--- src/rtl/spim_pkg.sv ---
package spim_pkg;

  // Clock mode as latched at start: polarity in the upper bit.
  typedef struct packed {
    logic cpol;
    logic cpha;
  } spim_mode_t;

  typedef enum logic {
    SPIM_IDLE = 1'b0,
    SPIM_RUN  = 1'b1
  } spim_state_e;

endpackage

--- src/rtl/spim_rst_sync.sv ---
module spim_rst_sync (
  input  logic clk,
  input  logic rst_n,
  output logic rst_n_o
);

  logic [1:0] sync_q;

  always_ff @(posedge clk or negedge rst_n) begin
    if (!rst_n) sync_q <= 2'b00;
    else        sync_q <= {sync_q[0], 1'b1};
  end

  assign rst_n_o = sync_q[1];

endmodule

--- src/rtl/spim_clkdiv.sv ---
module spim_clkdiv #(
  parameter int PRESC_W = 3
) (
  input  logic               clk,
  input  logic               rst_n,
  input  logic               run_i,
  input  logic               clear_i,
  input  logic [PRESC_W-1:0] code_i,
  output logic               tick_o
);

  localparam int CNT_W = (1 << PRESC_W) - 1;

  logic [CNT_W-1:0] cnt_q, cnt_d;
  logic [CNT_W-1:0] limit;
  logic             at_limit;

  // Half period is 2^code cycles: limit has 'code' low ones.
  assign limit    = ~({CNT_W{1'b1}} << code_i);
  assign at_limit = (cnt_q == limit);
  assign tick_o   = run_i && at_limit;

  always_comb begin
    cnt_d = cnt_q;
    if (clear_i)       cnt_d = '0;
    else if (run_i) begin
      if (at_limit)    cnt_d = '0;
      else             cnt_d = cnt_q + 1'b1;
    end
  end

  always_ff @(posedge clk or negedge rst_n) begin
    if (!rst_n) cnt_q <= '0;
    else        cnt_q <= cnt_d;
  end

endmodule

--- src/rtl/spim_shifter.sv ---
module spim_shifter #(
  parameter int DATA_W = 8
) (
  input  logic              clk,
  input  logic              rst_n,
  input  logic              load_i,
  input  logic [DATA_W-1:0] tx_i,
  input  logic              sample_i,
  input  logic              shift_i,
  input  logic              commit_i,
  input  logic              miso_i,
  output logic              mosi_o,
  output logic [DATA_W-1:0] rx_o
);

  logic [DATA_W-1:0] txsr_q, txsr_d;
  logic [DATA_W-1:0] rxsr_q, rxsr_d;
  logic [DATA_W-1:0] rxout_q, rxout_d;

  always_comb begin
    txsr_d = txsr_q;
    if (load_i)       txsr_d = tx_i;
    else if (shift_i) txsr_d = {txsr_q[DATA_W-2:0], 1'b0};
  end

  always_comb begin
    rxsr_d = rxsr_q;
    if (sample_i) rxsr_d = {rxsr_q[DATA_W-2:0], miso_i};
  end

  always_comb begin
    rxout_d = rxout_q;
    if (commit_i) rxout_d = rxsr_q;
  end

  always_ff @(posedge clk or negedge rst_n) begin
    if (!rst_n) begin
      txsr_q  <= '0;
      rxsr_q  <= '0;
      rxout_q <= '0;
    end else begin
      txsr_q  <= txsr_d;
      rxsr_q  <= rxsr_d;
      rxout_q <= rxout_d;
    end
  end

  assign mosi_o = txsr_q[DATA_W-1];
  assign rx_o   = rxout_q;

endmodule

--- src/rtl/spim_select.sv ---
module spim_select #(
  parameter int NUM_SLAVES = 4,
  parameter int SEL_W      = 2
) (
  input  logic                  clk,
  input  logic                  rst_n,
  input  logic                  en_i,
  input  logic [SEL_W-1:0]      idx_i,
  output logic [NUM_SLAVES-1:0] cs_n_o
);

  logic [NUM_SLAVES-1:0] cs_n_d, cs_n_q;

  for (genvar gi = 0; gi < NUM_SLAVES; gi++) begin : g_line
    assign cs_n_d[gi] = !(en_i && (idx_i == SEL_W'(gi)));
  end

  always_ff @(posedge clk or negedge rst_n) begin
    if (!rst_n) cs_n_q <= '1;
    else        cs_n_q <= cs_n_d;
  end

  assign cs_n_o = cs_n_q;

endmodule

--- src/rtl/spi_multi_master.sv ---
module spi_multi_master #(
  parameter int NUM_SLAVES = 4,
  parameter int DATA_W     = 8,
  parameter int PRESC_W    = 3,
  parameter int SEL_W      = (NUM_SLAVES > 1) ? $clog2(NUM_SLAVES) : 1
) (
  input  logic                  clk,
  input  logic                  rst_n,
  input  logic                  start_i,
  input  logic [DATA_W-1:0]     tx_byte_i,
  input  logic [SEL_W-1:0]      slave_sel_i,
  input  logic [1:0]            mode_i,
  input  logic [PRESC_W-1:0]    presc_i,
  output logic [DATA_W-1:0]     rx_byte_o,
  output logic                  done_o,
  output logic                  sck_o,
  output logic                  mosi_o,
  input  logic                  miso_i,
  output logic [NUM_SLAVES-1:0] cs_n_o
);

  import spim_pkg::*;

  localparam int NUM_EDGES = 2 * DATA_W;
  localparam int EDGE_W    = $clog2(NUM_EDGES + 1);

  logic rst_n_s;

  spim_state_e        state_q, state_d;
  spim_mode_t         mode_q, mode_d;
  logic [PRESC_W-1:0] presc_q, presc_d;
  logic [SEL_W-1:0]   sel_q, sel_d;
  logic [EDGE_W-1:0]  edge_q, edge_d;
  logic               sck_q, sck_d;
  logic               done_q, done_d;

  logic accept, running, tick;
  logic toggle, finish, leading, sample_edge, shift_edge;

  spim_rst_sync u_rst (
    .clk     (clk),
    .rst_n   (rst_n),
    .rst_n_o (rst_n_s)
  );

  assign running = (state_q == SPIM_RUN);
  assign accept  = start_i && !running;

  spim_clkdiv #(.PRESC_W(PRESC_W)) u_div (
    .clk     (clk),
    .rst_n   (rst_n_s),
    .run_i   (running),
    .clear_i (accept),
    .code_i  (presc_q),
    .tick_o  (tick)
  );

  // Edge k = edge_q + 1; odd k leaves idle.
  assign leading     = ~edge_q[0];
  assign toggle      = tick && (edge_q < EDGE_W'(NUM_EDGES));
  assign finish      = tick && (edge_q == EDGE_W'(NUM_EDGES));
  assign sample_edge = toggle && (leading ^ mode_q.cpha);
  assign shift_edge  = toggle && !(leading ^ mode_q.cpha)
                       && (edge_q != '0)
                       && (edge_q != EDGE_W'(NUM_EDGES - 1));

  always_comb begin
    state_d = state_q;
    mode_d  = mode_q;
    presc_d = presc_q;
    sel_d   = sel_q;
    edge_d  = edge_q;
    sck_d   = sck_q;
    done_d  = 1'b0;
    if (accept) begin
      state_d = SPIM_RUN;
      mode_d  = spim_mode_t'(mode_i);
      presc_d = presc_i;
      sel_d   = slave_sel_i;
      edge_d  = '0;
      sck_d   = mode_i[1];
    end else if (running) begin
      if (toggle) begin
        sck_d  = ~sck_q;
        edge_d = edge_q + 1'b1;
      end
      if (finish) begin
        state_d = SPIM_IDLE;
        done_d  = 1'b1;
      end
    end
  end

  always_ff @(posedge clk or negedge rst_n_s) begin
    if (!rst_n_s) begin
      state_q <= SPIM_IDLE;
      mode_q  <= '0;
      presc_q <= '0;
      sel_q   <= '0;
      edge_q  <= '0;
      sck_q   <= 1'b0;
      done_q  <= 1'b0;
    end else begin
      state_q <= state_d;
      mode_q  <= mode_d;
      presc_q <= presc_d;
      sel_q   <= sel_d;
      edge_q  <= edge_d;
      sck_q   <= sck_d;
      done_q  <= done_d;
    end
  end

  spim_shifter #(.DATA_W(DATA_W)) u_shift (
    .clk      (clk),
    .rst_n    (rst_n_s),
    .load_i   (accept),
    .tx_i     (tx_byte_i),
    .sample_i (sample_edge),
    .shift_i  (shift_edge),
    .commit_i (finish),
    .miso_i   (miso_i),
    .mosi_o   (mosi_o),
    .rx_o     (rx_byte_o)
  );

  spim_select #(.NUM_SLAVES(NUM_SLAVES), .SEL_W(SEL_W)) u_sel (
    .clk    (clk),
    .rst_n  (rst_n_s),
    .en_i   (state_d == SPIM_RUN),
    .idx_i  (sel_d),
    .cs_n_o (cs_n_o)
  );

  assign sck_o  = sck_q;
  assign done_o = done_q;

endmodule

--- config.mk ---
export PLATFORM = sky130hd
export DESIGN_NAME = spi_multi_master
export DESIGN_NICKNAME = d
export VERILOG_FILES = /design/src/rtl/spim_pkg.sv /design/src/rtl/spim_rst_sync.sv /design/src/rtl/spim_clkdiv.sv /design/src/rtl/spim_shifter.sv /design/src/rtl/spim_select.sv /design/src/rtl/spi_multi_master.sv
export SDC_FILE = /design/constraint.sdc
export NUM_CORES = 1
export LEC_CHECK = 0
export ABC_CLOCK_PERIOD_IN_PS = 1810
export BUFFER_PORTS_ARGS = -buffer_cell sky130_fd_sc_hd__buf_2
export CORE_MARGIN = 8
export CORE_UTILIZATION = 57
export DETAILED_ROUTE_END_ITERATION = 10
export GPL_TIMING_DRIVEN = 0
export PLACE_DENSITY = 0.79
export REMOVE_ABC_BUFFERS = 1
export SETUP_SLACK_MARGIN = 0.02
export SYNTH_ARGS = -nofsm -noshare
export SYNTH_HDL_FRONTEND = slang
export SYNTH_SLANG_ARGS = --single-unit
--- constraint.sdc ---
create_clock -name clk -period 1.81 [get_ports clk]
set_clock_uncertainty 0.05 [all_clocks]
set_input_delay 0.181 -clock clk [delete_from_list [all_inputs] [get_ports clk]]
set_output_delay 0.181 -clock clk [all_outputs]
set_load 0.005 [all_outputs]
Yosys cells after proc, flatten, opt, wreduce, memory -nomap -nowiden. Cells that the tools add are included.

Add/subtract/negate cells: 2. $lt $le $gt $ge: 1. Eq/ne operators: 6. Shift operators: 1. Mux-type cells: 18. Bitwise operators: 4. Reduce and logical (&&, ||, !) cells: 24.

Operator list (number): $mux W7 (3); $mux W8 (2); $mux W5 (3); $logic_and A1 B1 Y1 (12); $mux W1 (9); $add A7 B1 Y7 const B (1); $eq A7 B7 Y1 (1); $not A7 Y7 (1); $shl A7 B3 Y7 const A (1); $logic_not A1 Y1 (6); $reduce_bool A2 Y1 (3); $add A5 B1 Y5 const B (1); $eq A5 B5 Y1 const B (1); $lt A5 B5 Y1 const B (1); $ne A5 B4 Y1 const B (1); $reduce_bool A5 Y1 (1); $eq A2 B2 Y1 const B (2); $eq A2 B1 Y1 const B (1); $logic_not A2 Y1 (1); $mux W2 (1); $not A1 Y1 (2); $reduce_and A2 Y1 (1); $xor A1 B1 Y1 (1).

Bits in registers: 51. Output and inout bits: 15. Logic and storage cells: 69.

Logic depth before layout (Yosys ltp). Gate-level depths: netlist of the first run.

Depth after elaboration: 10. Mapped depth: 8. Gate-level depth less buffers: 7.

By module. A second synthesis of the first run with hierarchy kept.

Cell total of the unflattened synthesis: 214. Area total of the unflattened synthesis: 2464.9 sq um.

By module, submodules not included: spim_shifter (times used 1, cells an instance 68, area an instance 1032.2 sq um, sequential area each 600.6 sq um); spi_multi_master (times used 1, cells an instance 69, area an instance 663.1 sq um, sequential area each 350.3 sq um); spim_clkdiv (times used 1, cells an instance 66, area an instance 581.8 sq um, sequential area each 175.2 sq um); spim_select (times used 1, cells an instance 8, area an instance 133.9 sq um, sequential area each 105.1 sq um); spim_rst_sync (times used 1, cells an instance 3, area an instance 53.8 sq um, sequential area each 50.0 sq um).

Worst setup path before layout of the first run. No wires, ideal clock.

Kind: register to register. Start: register presc_q[1]. End: register u_shift.rxout_q[0] (netlist: u_shift.rx_o[0]). Arrival: 1.930 ns. Data required time: 1.635 ns. Setup slack: -0.295 ns. Cell stages (with the launch flop): 9. Buffers on the path: 3. Period minus slack after synthesis: 2.105 ns. Cell sequence: dfrtp_1 buf_6 or3_4 and4b_1 o32a_2 buf_6 nand4_4 buf_6 mux2_4.

Word-level cells in the longest chain between the ends: 5.

Ends and longest elaborated chain: from (decl) (line spi_multi_master.sv:31) `logic [PRESC_W-1:0] presc_q, presc_d;`; from (signal assigned) (line spi_multi_master.sv:106) `presc_q <= presc_d;`; $shl A7 B3 Y7 (line spim_clkdiv.sv:19) `assign limit = ~({CNT_W{1'b1}} << code_i);`; $not A7 Y7 (line spim_clkdiv.sv:19); $eq A7 B7 Y1 (line spim_clkdiv.sv:20) `assign at_limit = (cnt_q == limit);`; $logic_and A1 B1 Y1 (line spim_clkdiv.sv:21) `assign tick_o = run_i && at_limit;`; $logic_and A1 B1 Y1 (line spi_multi_master.sv:61) `assign finish = tick && (edge_q == EDGE_W'(NUM_EDGES));`; to (signal assigned) (line spim_shifter.sv:44) `rxout_q <= rxout_d;`; to (decl) (line spim_shifter.sv:18) `logic [DATA_W-1:0] rxout_q, rxout_d;`.

No other way between the ends. A chain may end at the register's enable or synchronous reset.

Final worst setup path of the first run.
Start: register presc_q[1]. End: register edge_q[2].

Word-level cells in the longest chain between the ends: 7.

Ends and longest elaborated chain: $shl A7 B3 Y7 (line spim_clkdiv.sv:19); $not A7 Y7 (line spim_clkdiv.sv:19); $eq A7 B7 Y1 (line spim_clkdiv.sv:20); $logic_and A1 B1 Y1 (line spim_clkdiv.sv:21); $logic_and A1 B1 Y1 (line spi_multi_master.sv:60) `assign toggle = tick && (edge_q < EDGE_W'(NUM_EDGES));`; $reduce_bool A2 Y1 (no source line); $reduce_and A2 Y1 (no source line); to (signal assigned) (line spi_multi_master.sv:108) `edge_q <= edge_d;`; to (decl) (line spi_multi_master.sv:33) `logic [EDGE_W-1:0] edge_q, edge_d;`.

No other way between the ends.

==> reports/summary.txt, run 1 <==
Post-synthesis area per instance: 10.7 sq um
Layout Nets: 312
Worst setup EP type: flip-flop
Hold EP: mode_q[0]
Non-Filler Instances: 342
Hold Startpoint: mode_i[0]
Num CTS Buffers: 5
Vias per std cell: 6.13
Number of flops mapped to enable cells by yosys: 0
P_sw: 0.00249 W
FF-to-FF Start: presc_q[1]
Clk Latency, worst-skew pair: 0.31 ns
Max cap viols: 0
DIE AREA: 0.00681 sq mm
Rows: 24
Final hold vios: 0
Cells after Synth: 235
Setup ws final: -0.380 ns
Slew margin rel.: 60.4%
Port bufs: 33
Seq pwr share: 32.6%
Combinational power share: 53.7%
Worst path bufs/invs: 2
Flops & latches, synth: 51
Largest net degree at the start of global routing: 36
Total GRT Usage: 18.7%
CP top delay family: compound AO/OA/AOI/OAI gates
Post-DP Area: 0.00270 sq mm
Overflow left after global routing: 0
WP data arrival: 2.34 ns
Initial drt markers: 185
Hold WS: 0.00821 ns
Synth Flop Type: dfrtp_1
Reg2reg setup slack: -0.38 ns
Worst-path cell chain: or3_4 -> o31ai_4 -> o32a_4 -> buf_8 -> buf_12 -> a31oi_1 -> a41o_1
Net Sw Frac: 40.9%
P_int: 0.00359 W
CTS tree: built
Highest fanout seen on the critical path: 10
H-Tree Depth: 2
Root buffer cell: clkbuf_8
First-pass GRT wire length: 9.85 mm
Failing checks: negative setup slack
Clock transition at the registers of the reported paths: 0.10 ns
Core Util, Final: 75.5%
Critical path depth in cells: 7
Vias in the first global route: 2008
Synth warnings: 0
Slew Viols, Final: 0
WP data required: 1.96 ns
Area Overhead vs Synth: 29.5%
Synth Cell Area: 0.00252 sq mm
Placer Congestion: 0.810
Fin crit share: 121%
Status: finished, violations left
Worst hold path class: in2reg
PD cells: 1860 mW/mm^2
RSZ-0062 raised after global routing: yes
VDD IR max: 0.000977 V
Routed Antenna Nets: 0
Die H: 82.5 um
CTS Buffer Depth: 2
Avg WL per Cell: 18.6 um
Leakage power: 1.54 nW
CP max-delay cell: dfrtp_2
Fin area: 0.00327 sq mm
TritonRoute pass-1 iters: 4
IO Pins: 34
Seq/Total Area, Yosys: 50.8%
Share of layout cells above drive strength 1: 42.8%
Diodes inserted: 0
Synth unique cells: 48
Final WL: 6.35 mm
Core Region: 0.00432 sq mm
DRC: 0
Clk pwr share: 13.7%
Cells after DPL: 306
Most frequent cells in the layout: dfrtp_1 (41), buf_2 (33), nand2_1 (23), buf_4 (18), nor2_1 (14)
Vias: 2097
Detailed Place HPWL: 3.52 mm
Async SR Flop Fraction: 100%
Setup crit start kind: flip-flop
Die extent in x: 82.5 um
Reg2Reg Depth: 7
Clock sinks: 51
Kind of critical path: reg2reg
Final setup violation count: 43
Commonest non-fill, non-tap cell in the layout: dfrtp_1
Initial Util: 58.3%
Initial antenna violation count: 0
Crit path time final: 2.19 ns
Actual slew at the worst max-slew pin: 0.592 ns
WHS Path Cells: 3
Highest clock rate: 457 MHz
R2r endpoint: edge_q[2]
Worst stage delay on the critical path: 0.47 ns
[logic make-up after synthesis]
group | Yosys count | synth area share [%]
adders and majority gates | 4 | 1.98
DFF | 51 | 50.8
buffers and inverters | 23 | 4.56
muxes | 19 | 8.93
xor gates and xnor gates | 4 | 1.39
other | 1 | 0.149
AOI/OAI and AO/OA | 55 | 15.8
and+or+nand+nor | 78 | 16.4
[power groups by stage]
stage / registers [W] / logic (W) / clock network (W)
final: 0.00198 / 0.00326 / 0.000831
after global routing: 0.00203 / 0.00350 / 0.000892
after CTS: 0.00193 / 0.00281 / 0.000834
after detailed placement: 0.00194 / 0.00176 / 0
after global placement: 0.00194 / 0.00167 / 0
after floorplan: 0.00186 / 0.00131 / 0
[layout make-up]
| cell class | count | area (sq um) |
|---|---|---|
| clock inverters | 3 | 47.5 |
| clock buffers | 5 | 68.8 |
| repair buffers | 61 | 450 |
| inverters | 8 | 30.0 |
| flip-flops and latches | 51 | 1290 |
| fillers | 277 | 1060 |
| well taps | 52 | 65.1 |
| multi-input cells | 162 | 1320 |
[synth_stat cells (all sizes together) (3+ instances only)]
library cell / count / area share, %
dfrtp: 47 / 47
nand2: 25 / 3.7
mux2: 16 / 7.7
a21oi: 14 / 2.8
nor2: 14 / 2.1
and3: 11 / 2.7
buf: 10 / 2.6
o31ai: 10 / 3.5
a31oi: 8 / 2.0
inv: 8 / 1.2
nand3: 8 / 1.8
o21ai: 7 / 1.4
clkbuf: 5 / 0.74
nand4: 5 / 1.8
dfstp: 4 / 4.2
ha: 4 / 2.0
a2111oi: 3 / 1.5
and2: 3 / 0.74
mux2i: 3 / 1.2
o211ai: 3 / 0.89
xnor2: 3 / 1.0
[flip-flops by register name (all words and copies together), names as in the netlist, 3 cells and up]
register,count
edge_q,5
presc_q,3
u_div.cnt_q,7
u_sel.cs_n_o,4
u_shift.rx_o,8
u_shift.rxsr_q,8
u_shift.txsr_q,8
[timing repair]
item | in CTS | in global routing
gates resized for setup | 33 | 14
gates cloned | 1 | 0
setup buffers | 21 | 5
setup endpoints to repair | 45 | 45
hold buffers | 1 | 0
pin swaps | 22 | 9
hold endpoints to repair | 2 | 0
[through the flow]
stage	total power, W	TNS (ns)	setup WS [ns]
CTS	0.00558	-9.81	-0.281
global route	0.00642	-15.45	-0.434
finish	0.00607	-12.55	-0.380
detailed placement	0.00370	-24.84	-0.743
global placement	0.00360	-44.71	-1.27
floorplan	0.00317	-11.85	-0.556
[routing by layer]
metal  track usage, %  wire (um)
met5                0          0
met1             22.4       2660
met3             3.79        276
met2             31.8       3220
met4             8.28        188
[how the worst max path moves through the flow]
stage	from	slack (ns)	endpoint
4_1_cts	presc_q[1]	-0.28	u_shift.rxsr_q[0]
2_1_floorplan	presc_q[2]	-0.56	u_div.cnt_q[4]
3_3_place_gp	presc_q[2]	-1.27	u_div.cnt_q[4]
3_5_place_dp	edge_q[0]	-0.74	u_shift.txsr_q[0]
5_1_grt	presc_q[1]	-0.43	u_shift.txsr_q[7]
6_report	presc_q[1]	-0.38	edge_q[2]
[worst min-delay path, delay by kind of cell]
kind	cells	cell delay, ns
AND/OR/NAND/NOR	2	0.08
buffers and inverters	1	0.07
(Power assumes the default switching activity.)
==> run 2, diff against run 1 <==
Settings changed: RECOVER_POWER set to 50.
==> run 2 against run 1 <==
The run still ends with negative setup slack left. Global-route usage did not move. Final cell count did not move. Wire length barely moved. Flip-flop and latch count did not move. Largest cell class unchanged. Cell area fell by 0.54%. Highest routed layer unchanged. Largest power group unchanged.
==> reports/summary.txt, run 2 (same netlist as run 1, synthesis figures left out) <==
First-pass GRT wire length: 9.85 mm
Most frequent cells in the layout: dfrtp_1 (42), buf_2 (32), nand2_1 (23), buf_4 (18), nor2_1 (14)
Hold WS: 0.00821 ns
Initial Util: 58.3%
WHS Path Cells: 3
Total GRT Usage: 18.7%
DRC: 0
Share of layout cells above drive strength 1: 42.1%
Crit path time final: 2.19 ns
R2r endpoint: edge_q[2]
VDD IR max: 0.000977 V
Actual slew at the worst max-slew pin: 0.865 ns
PD cells: 1870 mW/mm^2
Highest clock rate: 457 MHz
Final hold vios: 0
WP data arrival: 2.34 ns
Port bufs: 33
Avg WL per Cell: 18.6 um
Placer Congestion: 0.810
Worst stage delay on the critical path: 0.47 ns
Seq pwr share: 32.6%
Kind of critical path: reg2reg
Worst path bufs/invs: 2
Detailed Place HPWL: 3.52 mm
Vias per std cell: 6.13
H-Tree Depth: 2
Fin crit share: 121%
FF-to-FF Start: presc_q[1]
Final WL: 6.35 mm
Net Sw Frac: 41.0%
Root buffer cell: clkbuf_8
Failing checks: negative setup slack
Clock transition at the registers of the reported paths: 0.10 ns
Core Util, Final: 75.1%
Worst-path cell chain: or3_4 -> o31ai_4 -> o32a_4 -> buf_8 -> buf_12 -> a31oi_1 -> a41o_1
Layout Nets: 312
Final setup violation count: 43
Reg2Reg Depth: 7
Overflow left after global routing: 0
Routed Antenna Nets: 0
Diodes inserted: 0
Cells after DPL: 306
Die extent in x: 82.5 um
Initial drt markers: 185
Slew Viols, Final: 0
Fill cells: 280
Hold EP: mode_q[0]
Commonest non-fill, non-tap cell in the layout: dfrtp_1
Leakage power: 1.53 nW
Hold Startpoint: mode_i[0]
Worst hold path class: in2reg
Core Region: 0.00432 sq mm
CTS Buffer Depth: 2
Total Power: 0.00607 W
Post-DP Area: 0.00270 sq mm
Combinational power share: 53.7%
Clock sinks: 51
Clk Latency, worst-skew pair: 0.31 ns
WP data required: 1.96 ns
P_int: 0.00358 W
RSZ-0062 raised after global routing: yes
Setup ws final: -0.380 ns
Vias: 2097
Num CTS Buffers: 5
CP top delay family: compound AO/OA/AOI/OAI gates
TritonRoute pass-1 iters: 4
CTS tree: built
Max cap viols: 0
Reg2reg setup slack: -0.38 ns
Vias in the first global route: 2008
Fin area: 0.00325 sq mm
Initial antenna violation count: 0
Rows: 24
Status: finished, violations left
Non-Filler Instances: 342
Die H: 82.5 um
Slew margin rel.: 42.3%
Worst setup EP type: flip-flop
Setup crit start: presc_q[1]
CP max-delay cell: dfrtp_2
Setup crit start kind: flip-flop
Area Overhead vs Synth: 28.8%
Clk pwr share: 13.7%
IO Pins: 34
P_sw: 0.00249 W
Largest net degree at the start of global routing: 36
DIE AREA: 0.00681 sq mm
Highest fanout seen on the critical path: 10
-- run 2: cell types whose count changed in the layout (fill, tap and decap cells not counted), sizes merged --
cell    previous run  this run
clkbuf             5         7
buf               60        58
-- run 2: power by group through the flow --
stage / Sequential, W / Clock [W] / Combinational (W)
after CTS: 0.00193 / 0.000834 / 0.00281
after global routing: 0.00203 / 0.000892 / 0.00349
final: 0.00198 / 0.000831 / 0.00326
after floorplan: 0.00186 / 0 / 0.00131
after global placement: 0.00194 / 0 / 0.00167
after detailed placement: 0.00194 / 0 / 0.00176
-- run 2: how the worst max path moves through the flow --
| stage | endpoint | slack (ns) | cells past startpoint |
|---|---|---|---|
| after floorplan | u_div.cnt_q[4] | -0.56 | 5 |
| after global placement | u_div.cnt_q[4] | -1.27 | 5 |
| after detailed placement | u_shift.txsr_q[0] | -0.74 | 7 |
| after CTS | u_shift.rxsr_q[0] | -0.28 | 7 |
| after global routing | u_shift.txsr_q[7] | -0.43 | 7 |
| final | edge_q[2] | -0.38 | 7 |
-- run 2: layout make-up --
class                      count  area, sq um  area share, %
clock buffer                   5         68.8           2.12
clock inverter                 3         47.5           1.46
inverter                       8         30.0          0.924
multi-input combinational    162         1320           40.5
sequential                    51         1290           39.6
tap                           52         65.1           2.00
timing repair buffer          61          434           13.4
-- run 2: worst register-to-register path, delay by kind of cell, from the launching register on --
| kind | cells | cell delay [ns] |
|---|---|---|
| flip-flops | 1 | 0.47 |
| AND/OR/NAND/NOR | 1 | 0.40 |
| buffers and inverters | 2 | 0.28 |
| AO/OA/AOI/OAI | 4 | 0.87 |
-- run 2: metrics by stage --
stage | setup TNS, ns | worst slack [ns]
2_1_floorplan | -11.85 | -0.556
3_3_place_gp | -44.71 | -1.27
3_5_place_dp | -24.84 | -0.743
4_1_cts | -9.81 | -0.281
5_1_grt | -15.63 | -0.434
6_report | -12.55 | -0.380
-- run 2: routing by layer --
layer	vias up	share of wire [%]	GRT usage, %	wire length [um]
li1	964	-	-	-
met2	70	51	31.8	3230
met5	-	0	0	0
met4	0	3.0	8.28	188
met3	15	4.4	3.79	277
met1	1048	42	22.4	2660
-- run 2: repair_timing --
item | 4_1_cts | 5_1_grt
endpoints found under the setup margin | 45 | 45
gates cloned | 1 | 0
pin swaps | 22 | 9
endpoints found under the hold margin | 2 | 0
setup buffers | 21 | 5
hold buffers | 1 | 0
resized for setup | 33 | 14
==> run 3, diff against run 2 <==
Settings changed: CAP_MARGIN set to 15, HOLD_SLACK_MARGIN set to 0.06.
==> run 3 against run 2 <==
The run still ends with negative setup slack left. Die area unchanged. Non-clock buffer count up 13. Worst hold slack better by 0.061 ns. Clock-buffer cell count unchanged. Via count up 8.7%. Largest cell class unchanged.
==> reports/summary.txt, run 3 (same netlist as run 1, synthesis figures left out) <==
Initial Util: 58.3%
Clk Latency, worst-skew pair: 0.32 ns
Clock transition at the registers of the reported paths: 0.10 ns
Max cap viols: 0
Slew Viols, Final: 0
Initial drt markers: 221
Hold Startpoint: tx_byte_i[1]
WP data arrival: 2.40 ns
Pre-CTS setup slack: -0.743 ns
Kind of critical path: reg2reg
Highest clock rate: 448 MHz
WP data required: 1.97 ns
RSZ-0062 raised after global routing: yes
Port bufs: 33
Worst setup EP type: flip-flop
Highest fanout seen on the critical path: 6
PD cells: 1900 mW/mm^2
Commonest non-fill, non-tap cell in the layout: dfrtp_1
Area Overhead vs Synth: 39.0%
Avg WL per Cell: 22.3 um
Num CTS Buffers: 5
Rows: 24
Status: finished, violations left
Setup crit start kind: flip-flop
Post-DP Area: 0.00270 sq mm
Reg2Reg Depth: 7
DRC: 0
Total GRT Usage: 19.4%
DIE AREA: 0.00681 sq mm
IO Pins: 34
Vias: 2279
CTS tree: built
Failing checks: negative setup slack
Placer Congestion: 0.810
Initial antenna violation count: 0
Vias in the first global route: 2072
Final WL: 7.93 mm
Actual slew at the worst max-slew pin: 0.753 ns
FF-to-FF Start: presc_q[1]
Die extent in x: 82.5 um
CTS Buffer Depth: 2
Core Region: 0.00432 sq mm
Vias per std cell: 6.42
Leakage power: 1.62 nW
First-pass GRT wire length: 10.2 mm
Overflow left after global routing: 0
Reg2reg setup slack: -0.42 ns
R2r endpoint: u_shift.txsr_q[4]
Setup ws final: -0.421 ns
Fin area: 0.00351 sq mm
Fin crit share: 123%
WHS Path Cells: 3
H-Tree Depth: 2
Slew margin rel.: 49.7%
Routed Antenna Nets: 0
TritonRoute pass-1 iters: 6
Final setup violation count: 45
Die H: 82.5 um
Layout Nets: 325
Share of layout cells above drive strength 1: 45.9%
Root buffer cell: clkbuf_8
Crit path time final: 2.23 ns
Most frequent cells in the layout: dfrtp_1 (41), buf_2 (32), nand2_1 (23), buf_4 (19), nor2_1 (14)
Hold EP: u_shift.txsr_q[1]
Largest net degree at the start of global routing: 36
Final hold vios: 0
Clock sinks: 51
Worst hold path class: in2reg
VDD IR max: 0.000936 V
Diodes inserted: 0
Detailed Place HPWL: 3.52 mm
## run 3: worst max-delay path by stage
| stage | depth (start not counted) | from | to |
|---|---|---|---|
| floorplan | 5 | presc_q[2] | u_div.cnt_q[4] |
| global placement | 5 | presc_q[2] | u_div.cnt_q[4] |
| detailed placement | 7 | edge_q[0] | u_shift.txsr_q[0] |
| CTS | 7 | presc_q[1] | u_shift.rxsr_q[0] |
| global route | 7 | presc_q[1] | u_shift.txsr_q[4] |
| finish | 7 | presc_q[1] | u_shift.txsr_q[4] |
## run 3: layer usage
metal / GRT usage, % / routed length, um / up-vias
met1: 22.9 / 3120 / 1130
met3: 4.00 / 533 / 36
met5: 0 / 0 / -
met4: 8.79 / 346 / 0
li1: - / - / 992
met2: 33.3 / 3940 / 121
## run 3: cell type report
| class | instances | area [sq um] |
|---|---|---|
| clock inverter | 3 | 47.5 |
| clock buffer | 5 | 68.8 |
| sequential | 51 | 1290 |
| timing repair buffer | 74 | 596 |
| multi-input combinational | 162 | 1410 |
| inverter | 8 | 30.0 |
| fill | 241 | 817 |
| tap | 52 | 65.1 |
## run 3: report_power, final
group	total (W)	internal, W	leakage [nW]	switching (W)
registers	0.00199	0.00155	0.629	0.000444
clock network	0.000833	0.000420	0.0587	0.000413
logic	0.00384	0.00187	0.934	0.00197
total	0.00667	0.00384	1.62	0.00283
## run 3: critical path, cell delays in order, from the launching register on
cell and delay [ns]:
dfrtp_2 0.47, or3_4 0.40, o31ai_4 0.25, o32a_4 0.31, buf_8 0.16, buf_12 0.12, a31oi_1 0.09, a21oi_1 0.26
## run 3: stage by stage
| step | TNS, ns | power [W] | hold slack, ns | utilization [%] | instances |
|---|---|---|---|---|---|
| floorplan | -11.85 | 0.00317 | -0.165 | - | 220 |
| global placement | -44.71 | 0.00360 | -0.0831 | 61.7 | 305 |
| detailed placement | -24.84 | 0.00370 | -0.0812 | 62.4 | 306 |
| CTS | -9.81 | 0.00559 | 0.0706 | 74.9 | 345 |
| global route | -14.86 | 0.00695 | 0.0739 | 81.1 | 355 |
| finish | -12.41 | 0.00667 | 0.0690 | 81.1 | 355 |
## run 3: repair_timing
item / in CTS / in global routing
gates cloned: 1 / 1
resized for setup: 33 / 35
setup endpoints to repair: 45 / 45
pin swaps: 22 / 21
hold endpoints to repair: 10 / 0
hold buffers: 9 / 0
setup buffers: 21 / 9
